`src/rtl/slb_pkg.sv`:
```
package slb_pkg;
    localparam int FRAME_W = 16;
    localparam int CODE_W  = 8;
    localparam int ADDR_W  = 5;
    localparam int CODE_LSB = FRAME_W - CODE_W;

    typedef enum logic [1:0] {
        RX_COLLECT,
        RX_READY,
        RX_LATCH
    } rx_state_e;
endpackage

```
`src/rtl/slb_sync.sv`:
```
module slb_sync #(
    parameter int W = 1
) (
    input  logic         clk,
    input  logic         rst_n,
    input  logic [W-1:0] d,
    output logic [W-1:0] q
);
    logic [W-1:0] meta;

    always_ff @(posedge clk or negedge rst_n) begin
        if (!rst_n) begin
            meta <= '0;
            q    <= '0;
        end else begin
            meta <= d;
            q    <= meta;
        end
    end
endmodule

```
`src/rtl/slb_rx.sv`:
```
module slb_rx
    import slb_pkg::*;
#(
    parameter int FW = FRAME_W
) (
    input  logic          clk,
    input  logic          rst_n,
    input  logic          sclk_s,
    input  logic          sdat_s,
    input  logic          load_s,
    output logic          commit,
    output logic          latch_win,
    output logic [FW-1:0] frame
);
    localparam int CNT_W = $clog2(FW + 1);
    localparam logic [CNT_W-1:0] LAST_BIT = CNT_W'(FW - 1);
    localparam logic [CNT_W-1:0] FULL_CNT = CNT_W'(FW);

    rx_state_e        state, state_d;
    logic [CNT_W-1:0] cnt;
    logic             sclk_q, load_q;
    logic             sclk_rise, load_rise, load_fall;

    assign sclk_rise = sclk_s & ~sclk_q;
    assign load_rise = load_s & ~load_q;
    assign load_fall = ~load_s & load_q;

    // state register
    always_ff @(posedge clk or negedge rst_n) begin
        if (!rst_n) state <= RX_COLLECT;
        else        state <= state_d;
    end

    // next state
    always_comb begin
        state_d = state;
        unique case (state)
            RX_COLLECT: begin
                if (load_rise)                          state_d = RX_LATCH;
                else if (sclk_rise && cnt == LAST_BIT)  state_d = RX_READY;
            end
            RX_READY: begin
                if (load_rise) state_d = RX_LATCH;
            end
            RX_LATCH: begin
                if (load_fall) state_d = RX_COLLECT;
            end
            default: state_d = RX_COLLECT;
        endcase
    end

    // outputs
    always_comb begin
        commit    = 1'b0;
        latch_win = 1'b0;
        unique case (state)
            RX_READY:   commit    = load_rise;
            RX_LATCH:   latch_win = 1'b1;
            default:    ;
        endcase
    end

    // edge history, bit counter, shift register
    always_ff @(posedge clk or negedge rst_n) begin
        if (!rst_n) begin
            sclk_q <= 1'b0;
            load_q <= 1'b0;
            cnt    <= '0;
            frame  <= '0;
        end else begin
            sclk_q <= sclk_s;
            load_q <= load_s;
            if (load_rise) begin
                cnt <= '0;
            end else if (sclk_rise && state != RX_LATCH && cnt != FULL_CNT) begin
                cnt <= cnt + 1'b1;
            end
            if (sclk_rise && state != RX_LATCH) begin
                frame <= {sdat_s, frame[FW-1:1]};
            end
        end
    end

    // the ready state is only reached with a full frame counted
    a_r7_ready_full: assert property (@(posedge clk) disable iff (!rst_n)
        (state == RX_READY) |-> (cnt == FULL_CNT));

    // the counter never passes the frame length
    a_r7_cnt_bound: assert property (@(posedge clk) disable iff (!rst_n)
        cnt <= FULL_CNT);
endmodule

```
`src/rtl/slb_bank.sv`:
```
module slb_bank
    import slb_pkg::*;
#(
    parameter int NUM_PLAIN = 16,
    parameter int NUM_EXT   = 4,
    parameter int CW        = CODE_W,
    parameter int AW        = ADDR_W
) (
    input  logic                    clk,
    input  logic                    rst_n,
    input  logic                    commit,
    input  logic                    latch_win,
    input  logic                    sel_s,
    input  logic [CW-1:0]           code,
    input  logic [AW-1:0]           addr,
    output logic [NUM_PLAIN*CW-1:0] plain_codes,
    output logic [NUM_EXT*CW-1:0]   ext_codes
);
    localparam int EXT_BASE = NUM_PLAIN + 1;
    localparam int NUM_EXT2 = 2 * NUM_EXT;
    localparam int LAST_ADR = NUM_PLAIN + NUM_EXT2;

    logic [NUM_PLAIN-1:0]     plain_we;
    logic [NUM_EXT2-1:0]      ext_we;
    logic [NUM_PLAIN*CW-1:0]  plain_q;
    logic [NUM_EXT2*CW-1:0]   ext_q;
    logic                     sel_hold;
    logic                     noop_adr;

    assign noop_adr = (addr == '0) || (int'(addr) > LAST_ADR);

    for (genvar i = 0; i < NUM_PLAIN; i++) begin : g_plain_dec
        assign plain_we[i] = commit && (addr == AW'(i + 1));
    end

    for (genvar j = 0; j < NUM_EXT2; j++) begin : g_ext_dec
        assign ext_we[j] = commit && (addr == AW'(EXT_BASE + j));
    end

    always_ff @(posedge clk or negedge rst_n) begin
        if (!rst_n) begin
            plain_q  <= '0;
            ext_q    <= '0;
            sel_hold <= 1'b0;
        end else begin
            for (int i = 0; i < NUM_PLAIN; i++) begin
                if (plain_we[i]) plain_q[i*CW +: CW] <= code;
            end
            for (int j = 0; j < NUM_EXT2; j++) begin
                if (ext_we[j]) ext_q[j*CW +: CW] <= code;
            end
            if (latch_win) sel_hold <= sel_s;
        end
    end

    assign plain_codes = plain_q;

    for (genvar e = 0; e < NUM_EXT; e++) begin : g_ext_mux
        assign ext_codes[e*CW +: CW] = sel_hold ? ext_q[(NUM_EXT + e)*CW +: CW]
                                                : ext_q[e*CW +: CW];
    end

    // one commit writes at most one register
    a_r3_single_target: assert property (@(posedge clk) disable iff (!rst_n)
        $onehot0({ext_we, plain_we}));

    // a no-operation address leaves every output unchanged
    a_r5_noop_quiet: assert property (@(posedge clk) disable iff (!rst_n)
        (commit && noop_adr) |=> ($stable(plain_codes) && $stable(ext_codes)));

    // outside the load window with no commit the extension outputs hold
    a_r10_ext_frozen: assert property (@(posedge clk) disable iff (!rst_n)
        (!latch_win && !commit) |=> $stable(ext_codes));
endmodule

```
`src/rtl/serial_level_bank.sv`:
```
module serial_level_bank
    import slb_pkg::*;
#(
    parameter int NUM_PLAIN = 16,
    parameter int NUM_EXT   = 4
) (
    input  logic                        clk,
    input  logic                        rst_n,
    input  logic                        ser_clk,
    input  logic                        ser_data,
    input  logic                        ser_load,
    input  logic                        bank_sel,
    output logic [NUM_PLAIN*CODE_W-1:0] plain_codes,
    output logic [NUM_EXT*CODE_W-1:0]   ext_codes
);
    logic [3:0]         pins_s;
    logic               sclk_s, sdat_s, load_s, sel_s;
    logic               commit, latch_win;
    logic [FRAME_W-1:0] frame;

    slb_sync #(.W(4)) u_sync (
        .clk   (clk),
        .rst_n (rst_n),
        .d     ({bank_sel, ser_load, ser_data, ser_clk}),
        .q     (pins_s)
    );

    assign sclk_s = pins_s[0];
    assign sdat_s = pins_s[1];
    assign load_s = pins_s[2];
    assign sel_s  = pins_s[3];

    slb_rx #(.FW(FRAME_W)) u_rx (
        .clk       (clk),
        .rst_n     (rst_n),
        .sclk_s    (sclk_s),
        .sdat_s    (sdat_s),
        .load_s    (load_s),
        .commit    (commit),
        .latch_win (latch_win),
        .frame     (frame)
    );

    slb_bank #(
        .NUM_PLAIN (NUM_PLAIN),
        .NUM_EXT   (NUM_EXT),
        .CW        (CODE_W),
        .AW        (ADDR_W)
    ) u_bank (
        .clk         (clk),
        .rst_n       (rst_n),
        .commit      (commit),
        .latch_win   (latch_win),
        .sel_s       (sel_s),
        .code        (frame[FRAME_W-1:CODE_LSB]),
        .addr        (frame[ADDR_W-1:0]),
        .plain_codes (plain_codes),
        .ext_codes   (ext_codes)
    );

    // with load low, plain outputs cannot change on the next cycle
    a_r9_plain_hold: assert property (@(posedge clk) disable iff (!rst_n)
        !load_s |=> $stable(plain_codes));

    // a commit only happens inside a load-high sample
    a_r9_commit_in_load: assert property (@(posedge clk) disable iff (!rst_n)
        commit |-> load_s);
endmodule

```
`config.mk`:
```
export PLATFORM = sky130hd
export DESIGN_NAME = serial_level_bank
export DESIGN_NICKNAME = d
export VERILOG_FILES = /design/src/rtl/slb_pkg.sv /design/src/rtl/slb_sync.sv /design/src/rtl/slb_rx.sv /design/src/rtl/slb_bank.sv /design/src/rtl/serial_level_bank.sv
export SDC_FILE = /design/constraint.sdc
export NUM_CORES = 1
export LEC_CHECK = 0
export ABC_AREA = 0
export ABC_CLOCK_PERIOD_IN_PS = 3100
export CAP_MARGIN = 10
export CORE_MARGIN = 2
export CORE_UTILIZATION = 59
export CTS_BUF_LIST = sky130_fd_sc_hd__clkbuf_2 sky130_fd_sc_hd__clkbuf_4 sky130_fd_sc_hd__clkbuf_8
export DETAILED_ROUTE_END_ITERATION = 6
export GPL_ROUTABILITY_DRIVEN = 0
export GPL_TIMING_DRIVEN = 1
export PLACE_DENSITY = 0.93
export SYNTH_ARGS = -nofsm -noshare
export SYNTH_HDL_FRONTEND = slang
export SYNTH_SLANG_ARGS = --single-unit
```
`constraint.sdc`:
```
create_clock -name clk -period 3.1 [get_ports clk]
set_clock_uncertainty 0.1 [all_clocks]
set_input_delay 0.465 -clock clk [delete_from_list [all_inputs] [get_ports clk]]
set_output_delay 0.465 -clock clk [all_outputs]
set_load 0.01 [all_outputs]
```
==> out/metrics.yaml <==
synth:
  yosysWarnings: 0
  netlist_instances: 582
  syn_area_sq_um: 9175
  synth_top_cells_by_area: "dfrtp_1 62%, mux2_2 28%, mux2_4 1.3%"
  ys_async_sr_fraction_pct: 100.0
  synth_area_per_cell_sq_um: 15.76
  synth_seq_cells: 226
  synth_top_area_cell: "dfrtp_1"
  synth_edf_count: 0
  netlist_top_cells_count: "232 x mux2_2, 226 x dfrtp_1, 23 x clkbuf_1, 9 x nand3_1, 8 x mux2_4"
  syn-num-nets: 591
  netlist.area_leader.share_pct: 61.64
  synth_seq_area_share_pct: 61.64
  ys.flop_type: "dfrtp_1"
  yosysUniqueCellTypes: 38
  synth.most_common_cell: "mux2_2"
route:
  drtPass1Iterations: 4
  drt_iter0_drc: 322
  vias: 5750
  wl_per_cell_um: 23.28
  viasPerCell: 5.916
  drc_errors: 0
  ant_nets: 0
  drt_wl_total_um: 22630
worst_setup_path:
  crit_path_end_kind: "primary output"
  crit_start: "u_bank.sel_hold$_DFFE_PN0N_"
  crit_type: "reg -> out"
  reg2reg_depth: 3
  crit_required_ns: 2.53
  r2r-end: "u_bank.ext_q[51]$_DFFE_PN0P_"
  timing.rr.start: "u_rx.frame[4]$_DFFE_PN0P_"
  worstPathMaxFanout: 22
  arrival_ns: 2.11
  cp-start-kind: "flip-flop"
  r2r_slack_ns: 0.71
  crit_end: "ext_codes[12]"
power:
  power_density_nw_per_um2: 555.1
  leakage_nw: 5.699
  ir_worst_vdd_mv: 0.3988
timing:
  hold_viol_final: 0
  relSlewSlack_pct: 19.55
  fin_crit_sh_pct: 86.35
  max_freq_mhz: 373.6
  holdWs_ns: 0.2490
  fin_crit_ns: 2.677
  rsz0062_at_grt: "no"
  final_max_slew_viol_count: 0
  finalSetupViolations: 0
  tightest_slew_ns: 1.207
  fin_setup_tns_ns: 0
floorplan:
  die_h_um: 128.7
  io_pins: 166
  die_w_um: 128.7
  start_util_pct: 60.35
  core_area_sq_um: 15200
  dieArea_sq_um: 16570
  fp-row-count: 45
final_layout:
  antenna_cells: 0
  fillers: 836
  finalNetCount: 767
  syn_to_final_growth_pct: 28.26
  final_layout_size_suffix_gt1_share_pct: 41.58
min_path:
  worstHoldStart: "u_sync.meta[1]$_DFF_PN0_"
  min_path_type: "reg -> reg"
  hold_depth: 0
grt:
  grt_overflow: 0
  grt_max_degree: 97
  grt_pass1_wl_um: 35580
  grt_pass1_vias: 6358
  grtUsageTotal_pct: 28.14
  antenna_found_initial: 0
outcome:
  status: "complete, no violations"
place:
  io_buffer_count: 165
  hpwlAfterDp_um: 13930
cts:
  htree_num_levels: 2
  insertion_delay_ns: 0.53
  clock_sinks: 226
  cts_made_buffers: 37
  post_cts_resized: 0
  clk_path_buf_depth: 3
  cts_tree: "yes"
  path_clk_slew_ns: 0.07
  post_cts.repair.setup_buffers: 0
  root_buffer: "clkbuf_8"
job:
  cap_violations: 0
## worst max-delay path, cell delays in order (launching register included)
cell and delay (ns):
dfrtp_1 0.35, buf_4 0.30, mux2_2 0.39, clkdlybuf4s50_1 0.53
## cells in the final DEF, fill, tap and decap left out, drive strengths merged, types with 2 or more instances in the layout
| master | synthesis | final |
|---|---|---|
| clkinv | 0 | 3 |
| clkinvlp | 0 | 2 |
| a21oi | 4 | 4 |
| inv | 5 | 5 |
| nor4b | 4 | 4 |
| nand2 | 6 | 6 |
| nor2 | 4 | 4 |
| o31ai | 3 | 3 |
| buf | 13 | 7 |
| mux2 | 240 | 240 |
| nand3 | 9 | 9 |
| nor3b | 2 | 2 |
| clkbuf | 23 | 61 |
| clkdlybuf4s50 | 0 | 164 |
| dfrtp | 226 | 226 |
| nor2b | 7 | 7 |
| o21ai | 4 | 4 |
| nand4 | 7 | 7 |
| nor4 | 4 | 4 |
| or4 | 3 | 3 |
| ha | 3 | 3 |
| nor3 | 3 | 3 |
## logic make-up after synthesis
logic type	count (synthesis)	share of synthesized area [%]
DFF	226	61.64
AOI/OAI and AO/OA	12	0.7637
muxes	240	29.78
and+or+nand+nor	60	5.318
adders and majority gates	3	0.4092
buffers and inverters	41	2.086
## where the power goes
part	internal [mW]	switching, mW	leakage [nW]
sequential	3.02	0.479	3.12
combinational	0.139	0.159	2.16
clock	1.57	1.17	0.420
## final cells by class
cell class                 instances  area [sq um]  share of cell area, %
sequential                       226          5655                  48.06
multi-input combinational        315          3328                  28.28
timing repair buffer             173          1730                  14.70
clock buffer                      60         769.5                  6.539
tap                              188         235.2                  1.999
clock inverter                     5         30.03                 0.2552
inverter                           5         18.77                 0.1595
## metal layers
metal | vias up | share of wire, % | GRT usage (%)
li1 | 2434 | - | -
met1 | 3031 | 39 | 33.92
met2 | 214 | 52 | 48.86
met3 | 71 | 5.9 | 6.445
met4 | 0 | 3.3 | 12.21
met5 | - | 0 | 0
## flip-flops by register name, summed over array words and instances, names as in the netlist
signal and count:
u_rx.sclk_q 1, u_rx.frame 16, u_bank.ext_q 64, u_bank.sel_hold 1
u_rx.state 2, u_sync.meta 4, u_bank.plain_codes 128, u_rx.load_q 1
u_rx.cnt 5, u_sync.q 4
## timing repair
action / 4_1_cts / 5_1_grt
hold endpoints to repair: 92 / 0
setup endpoints to repair: 0 / 0
hold buffers: 1 / 0
## worst min-delay path by stage
stage | end
finish | u_sync.q[1]$_DFF_PN0_
global route | u_sync.q[2]$_DFF_PN0_
CTS | u_sync.q[1]$_DFF_PN0_
detailed placement | u_sync.q[1]$_DFF_PN0_
global placement | u_sync.q[1]$_DFF_PN0_
floorplan | u_bank.ext_q[0]$_DFFE_PN0P_
## stage by stage
stage / power, mW / instances / setup WS, ns / util (%) / instance area [sq um]
after floorplan: 3.521 / 582 / 1.185 / - / 9175
after global placement: 3.791 / 906 / 0.8690 / 72.08 / 10960
after detailed placement: 3.835 / 906 / 0.7459 / 72.08 / 10960
after CTS: 6.562 / 972 / 0.4068 / 77.41 / 11770
after global routing: 6.766 / 972 / 0.3457 / 77.41 / 11770
final: 6.532 / 972 / 0.4232 / 77.41 / 11770
Note: power is estimated with default switching activity, not from simulation.
